[config.mk]
export PLATFORM = sky130hd
export DESIGN_NAME = busown_arbiter
export DESIGN_NICKNAME = d
export VERILOG_FILES = /design/src/rtl/busown_pkg.sv /design/src/rtl/busown_req_sync.sv /design/src/rtl/busown_fsm.sv /design/src/rtl/busown_drive.sv /design/src/rtl/busown_arbiter.sv
export SDC_FILE = /design/constraint.sdc
export NUM_CORES = 1
export LEC_CHECK = 0
export ABC_AREA = 1
export BUFFER_PORTS_ARGS = -buffer_cell sky130_fd_sc_hd__buf_2
export CAP_MARGIN = 15
export CORE_AREA = 4 4 41 43
export DETAILED_ROUTE_END_ITERATION = 12
export DIE_AREA = 0 0 45 47
export GPL_TIMING_DRIVEN = 1
export PLACE_DENSITY_LB_ADDON = 0.2
export SLEW_MARGIN = 10
export SYNTH_ARGS = -nofsm -noshare
export SYNTH_HDL_FRONTEND = slang
export SYNTH_SLANG_ARGS = --single-unit
[constraint.sdc]
create_clock -name clk -period 1.3 [get_ports clk]
set_input_delay 0.065 -clock clk [delete_from_list [all_inputs] [get_ports clk]]
set_output_delay 0.065 -clock clk [all_outputs]
set_load 0.02 [all_outputs]
[src/rtl/busown_pkg.sv]
package busown_pkg;

   typedef enum logic [1:0] {
      OWN_ST_OWNED      = 2'd0,
      OWN_ST_NEG_REL    = 2'd1,
      OWN_ST_RELEASED   = 2'd2,
      OWN_ST_NEG_REGAIN = 2'd3
   } own_state_e;

   localparam int unsigned MAX_SYNC_STAGES = 3;
   localparam int unsigned MAX_CTRL_LINES  = 64;

endpackage

[src/rtl/busown_req_sync.sv]
module busown_req_sync #(
   parameter int unsigned STAGES = 2
) (
   input  logic clk,
   input  logic rst_n,
   input  logic req_i,
   output logic req_o
);

   generate
      if (STAGES == 0) begin : g_direct
         assign req_o = req_i;
      end else begin : g_flops
         logic [STAGES-1:0] chain_q;
         always_ff @(posedge clk or negedge rst_n) begin
            if (!rst_n) begin
               chain_q <= '0;
            end else if (STAGES == 1) begin
               chain_q[0] <= req_i;
            end else begin
               chain_q <= {chain_q[STAGES-2:0], req_i};
            end
         end
         assign req_o = chain_q[STAGES-1];
      end
   endgenerate

endmodule

[src/rtl/busown_fsm.sv]
module busown_fsm
   import busown_pkg::*;
(
   input  logic       clk,
   input  logic       rst_n,
   input  logic       req_s_i,
   input  logic       cyc_active_i,
   output own_state_e state_o,
   output logic       seq_ok_o
);

   own_state_e state_q, state_d;

   always_comb begin
      state_d = state_q;
      unique case (state_q)
         OWN_ST_OWNED:      if (req_s_i && !cyc_active_i) state_d = OWN_ST_NEG_REL;
         OWN_ST_NEG_REL:    state_d = OWN_ST_RELEASED;
         OWN_ST_RELEASED:   if (!req_s_i) state_d = OWN_ST_NEG_REGAIN;
         OWN_ST_NEG_REGAIN: state_d = OWN_ST_OWNED;
         default:           state_d = OWN_ST_OWNED;
      endcase
   end

   always_ff @(posedge clk or negedge rst_n) begin
      if (!rst_n) state_q <= OWN_ST_OWNED;
      else        state_q <= state_d;
   end

   assign state_o  = state_q;
   assign seq_ok_o = (state_q == OWN_ST_OWNED) && !req_s_i;


   no_release_in_cycle_chk: assert property (@(posedge clk) disable iff (!rst_n)
      (state_q == OWN_ST_OWNED && cyc_active_i) |=> (state_q == OWN_ST_OWNED));


   neg_rel_one_cycle_chk: assert property (@(posedge clk) disable iff (!rst_n)
      (state_q == OWN_ST_NEG_REL) |=> (state_q == OWN_ST_RELEASED));


   neg_regain_one_cycle_chk: assert property (@(posedge clk) disable iff (!rst_n)
      (state_q == OWN_ST_NEG_REGAIN) |=> (state_q == OWN_ST_OWNED));

endmodule

[src/rtl/busown_drive.sv]
module busown_drive
   import busown_pkg::*;
#(
   parameter int unsigned       N_CTRL    = 4,
   parameter logic [N_CTRL-1:0] CTRL_IDLE = '1
) (
   input  logic              clk,
   input  logic              rst_n,
   input  own_state_e        state_i,
   input  logic [N_CTRL-1:0] val_i,
   output logic              ack_o,
   output logic [N_CTRL-1:0] oe_o,
   output logic [N_CTRL-1:0] ctrl_o
);

   logic pass_through;
   logic driving;

   assign pass_through = (state_i == OWN_ST_OWNED);
   assign driving      = (state_i != OWN_ST_RELEASED);
   assign ack_o        = (state_i == OWN_ST_RELEASED);

   generate
      for (genvar b = 0; b < N_CTRL; b++) begin : g_line
         assign oe_o[b]   = driving;
         assign ctrl_o[b] = pass_through ? val_i[b] : CTRL_IDLE[b];
      end
   endgenerate


   released_hiz_chk: assert property (@(posedge clk) disable iff (!rst_n)
      ack_o |-> (oe_o == '0 && ctrl_o == CTRL_IDLE));

endmodule

[src/rtl/busown_arbiter.sv]
module busown_arbiter
   import busown_pkg::*;
#(
   parameter int unsigned N_CTRL   = 4,
   parameter int unsigned REQ_SYNC = 2
) (
   input  logic              clk,
   input  logic              rst_n,
   input  logic              ext_req_i,
   input  logic              cyc_active_i,
   input  logic [N_CTRL-1:0] ctrl_val_i,
   output logic              seq_ok_o,
   output logic              ext_ack_o,
   output logic [N_CTRL-1:0] ctrl_oe_o,
   output logic [N_CTRL-1:0] ctrl_o
);

   localparam logic [N_CTRL-1:0] CTRL_IDLE = {N_CTRL{1'b1}};

   generate
      if (N_CTRL < 1 || N_CTRL > MAX_CTRL_LINES) begin : g_bad_width
         $error("busown_arbiter: N_CTRL out of range");
      end
      if (REQ_SYNC > MAX_SYNC_STAGES) begin : g_bad_sync
         $error("busown_arbiter: REQ_SYNC too deep");
      end
   endgenerate

   logic       req_s;
   own_state_e state;

   busown_req_sync #(.STAGES(REQ_SYNC)) sync_i (
      .clk   (clk),
      .rst_n (rst_n),
      .req_i (ext_req_i),
      .req_o (req_s)
   );

   busown_fsm fsm_i (
      .clk          (clk),
      .rst_n        (rst_n),
      .req_s_i      (req_s),
      .cyc_active_i (cyc_active_i),
      .state_o      (state),
      .seq_ok_o     (seq_ok_o)
   );

   busown_drive #(.N_CTRL(N_CTRL), .CTRL_IDLE(CTRL_IDLE)) drive_i (
      .clk     (clk),
      .rst_n   (rst_n),
      .state_i (state),
      .val_i   (ctrl_val_i),
      .ack_o   (ext_ack_o),
      .oe_o    (ctrl_oe_o),
      .ctrl_o  (ctrl_o)
   );


   negate_before_release_chk: assert property (@(posedge clk) disable iff (!rst_n)
      $rose(ext_ack_o) |-> ($past(ctrl_oe_o) == CTRL_IDLE && $past(ctrl_o) == CTRL_IDLE));


   negate_on_regain_chk: assert property (@(posedge clk) disable iff (!rst_n)
      $fell(ext_ack_o) |-> (ctrl_oe_o == CTRL_IDLE && ctrl_o == CTRL_IDLE));


   no_start_when_away_chk: assert property (@(posedge clk) disable iff (!rst_n)
      seq_ok_o |-> !ext_ack_o);

endmodule

# Yosys cells after proc, flatten, opt, wreduce, memory -nomap -nowiden
# Index checks and enable logic that the tools add are counted.
# word_totals
reg_bits	4
inputBits	8
out_inout_bits	10
word_cells	21
# op_classes
n_eq_ne	6
muxes	7
reduce_logical	6
# ops
op	count
$pmux 2 s4	1
$ne 2x2->1 const B	3
$eq 2x2->1 const B	2
$mux 1	4
$mux 2	2
$eq 2x1->1 const B	1
$logic_and 1x1->1	2
$logic_not 1->1	2
$logic_not 2->1	1
$reduce_and 2->1	1

# Logic depth before layout (Yosys ltp)
# depth
ltp_word	4
mapped_depth	6

# Cells and area by module
# Synthesis repeated with hierarchy kept, for this count alone.
# hier_totals
hier_cells	40
hier_area_um2	276.5
# modules_own_cells
module	n_inst	cells_each	area_each_um2
busown_fsm	1	22	148.9
busown_drive	1	16	77.6
busown_req_sync	1	2	50.0

# Worst setup path after synthesis
# No wires, ideal clock.
# synth_timing
path_type	register -> output
from	register fsm_i.state_q[0] (netlist: fsm_i.state_o[0])
to	output port ctrl_o[0]
arrival_ns	1.005
required_ns	1.235
slack_ns	0.230
path_stages_with_launch	5
n_path_buf	0
path_cell_list	dfrtp_1 inv_1 ha_1 inv_1 or2_1
# synth_between
elab_chain_len	2
# synth_lines
element	line	rtl
start, declared	busown_fsm.sv:12	own_state_e state_q, state_d;
start signal, assigned	busown_fsm.sv:27	else state_q <= state_d;
$logic_not 2->1	busown_drive.sv:19	assign pass_through = (state_i == OWN_ST_OWNED);
$mux 1	busown_drive.sv:26	assign ctrl_o[b] = pass_through ? val_i[b] : CTRL_IDLE[b];
end, declared	busown_arbiter.sv:15	output logic [N_CTRL-1:0] ctrl_o
# Every way passes these cells.

# Worst setup path after layout
# layout_timing
from	register fsm_i.state_q[0] (netlist: fsm_i.state_o[0])
to	output port ctrl_o[2]
# The elaborated chain is that of the path after synthesis.

==> reports/summary.txt <==
gpl congestion: 0.670
Initial Utilization: 22.4%
final hold violation count: 0
detailed placement HPWL: 464 um
largest net degree at the start of global routing: 5
Yosys reg bits: 4
worst-path cell chain: inv_2 > ha_4 > inv_2 > or2_1 > buf_6
crit path capture type: output port
Antenna diodes: 0
Worst path max stage delay: 0.37 ns
pre-CTS setup slack: 0.0961 ns
Slowest-stage cell, CP: dfrtp_1
GRT Resource Usage Total: 7.07%
worst skew pair latency: 0.23 ns
pwr/cell area: 2480 nW/um^2
drt pass-1 iters: 4
unrepaired setup endpoints after global routing: yes
Syn Nets: 50
initial antenna violation count: 0
mean post-synth cell area: 7.67 um^2
crit path kind: register to output port
post-synthesis sequential area ratio: 34.3%
residual antenna-violating net count after detailed routing: 0
first-pass GRT wire length: 979 um
Req. time, crit path: 1.24 ns
Hold Path Class: input pin to asynchronous set/reset pin
Cell Rows: 13
count leader, synth: nand2_1
status: finished clean
synthesis-to-layout area growth: 68.2%
post-synth top area share: 34.3%
grt ovf: 0
Critical Path Source Type: register
Reg clk slew, reported paths: 0.04 ns
Die Wd: 45 um
non-filler cells, final: 74
Cells after Synth: 38
synth cell count leaders: nand2_1, inv_1
CP max FO: 4
nets: 73
setup violators final: 0
Clk network pwr share: 12.6%
FFs w/ async S/R, synth: 100%
share of cells above drive strength 1: 49.2%
max_slew headroom: 93.6%
H-tree depth: 1
total number of vias: 283
fin util: 37.7%
DRT iter0 DRCs: 2
switching share of total power: 45.0%
I/O pin cnt: 18
ranking of synthesized cells by area: dfrtp_1, ha_1, nand2_1, inv_1, buf_4
CTS buffer count: 3
Most used DFF post-synth: dfrtp_1
final clock skew: 0.00256 ns
# clock sinks: 4
setup TNS: 0 ns
max cap viols: 0
drt total wl: 648 um
Int Power: 0.670 mW
minimum clock period after layout: 1.30 ns
fmax: 769 MHz
PortBufs: 17
number of synthesized flops with an enable pin: 0
maximum clock path buffer count: 2
CTS tree: done
cell leakage power: 0.272 nW
Core ar.: 1300 um^2
vias per cell: 3.82
number of global-route vias before repair: 252
Final WS setup: 0.00000877 ns
Synth Warn #: 0
Placed Instances: 66
critical path arrival: 1.23 ns
Slew @ Worst Pin: 0.0950 ns
DIE HEIGHT: 47 um
fin crit share: 100%
DRC errors left: 0
wire per inst: 8.76 um
Netlist Area Pre-Place: 292 um^2
Yosys top cell by area: dfrtp_1
Sw Pwr: 0.547 mW
Die Area: 2120 um^2
Max Slew Vio Count: 0
distinct cell type count after synthesis: 7
Gate power share: 72.1%
sequential share of power: 15.3%
peak supply drop: 0.000777 V
Root Buffer: clkbuf_4
CP dominant cell by count: inv_2
-- logic make-up after synthesis --
family | share of synthesized area (%)
buffers and inverters | 21.9
and+or+nand+nor | 26.6
adders and majority gates | 17.2
DFF | 34.3
-- power groups by stage --
stage,clock network [mW],registers (mW),logic [mW]
2_1_floorplan,0,0.186,0.532
3_3_place_gp,0,0.191,0.621
3_5_place_dp,0,0.192,0.618
4_1_cts,0.165,0.186,0.848
5_1_grt,0.173,0.190,0.976
6_report,0.153,0.186,0.878
-- critical path, delay by kind of cell, from the launching register on --
kind | cells | cell delay, ns
simple gates | 1 | 0.21
buf+inv | 3 | 0.25
fa+ha+maj | 1 | 0.15
flops | 1 | 0.37
-- area by class of cell --
type	instances	area [um^2]
clock buffers	3	22.5
flip-flops and latches	4	100
inverters	9	33.8
well taps	15	18.8
fillers	144	811
multi-input cells	21	153
repair buffers	22	163
-- layout by cell type, fill, tap and decap left out --
cell type,n
buf_6,4
ha_4,2
nand3_1,3
dlygate4sd3_1,2
nand2_1,10
buf_2,9
inv_2,4
inv_1,5
or2_1,4
ha_1,2
clkbuf_4,3
buf_4,7
dfrtp_1,4
-- layer usage --
layer / vias up / share of wire [%] / GRT usage, %
met4: 0 / 0 / 7.02
met5: - / 0 / 0
met1: 126 / 36 / 6.24
met2: 8 / 57 / 11.6
li1: 149 / - / -
met3: 0 / 6.5 / 3.45
-- repair_timing --
item	CTS	global route
hold endpoints to repair	5	0
buffers inserted	3	0
hold buffers	2	0
setup endpoints to repair	5	8
pin swaps	0	0
gates resized for setup	18	2
-- sequential cells by signal, summed over array words and instances (netlist names) --
signal	count
fsm_i.state_o	2
sync_i.g_flops.chain_q	2
-- per-stage QoR --
step / instance area (um^2) / hold slack, ns / total power [mW]
global route: 490 / 0.163 / 1.34
CTS: 478 / 0.145 / 1.20
floorplan: 292 / -0.231 / 0.718
finish: 490 / 0.155 / 1.22
detailed placement: 365 / -0.128 / 0.809
global placement: 365 / -0.126 / 0.811
-- path summary, 6_finish.rpt --
path	start	cells after the start	end	slack [ns]
setup / recovery	fsm_i.state_o[0]	5	ctrl_o[2]	0.000009
hold / removal	rst_n	2	fsm_i.state_o[0]	0.16
setup reg to reg	fsm_i.state_o[0]	8	fsm_i.state_o[0]	0.11
hold reg to reg	sync_i.g_flops.chain_q[0]	0	sync_i.g_flops.chain_q[1]	0.34
max in group asynchronous	rst_n	2	sync_i.g_flops.chain_q[0]	1.03
min in group clk	cyc_active_i	5	fsm_i.state_o[1]	0.19
(Power assumes the default switching activity.)
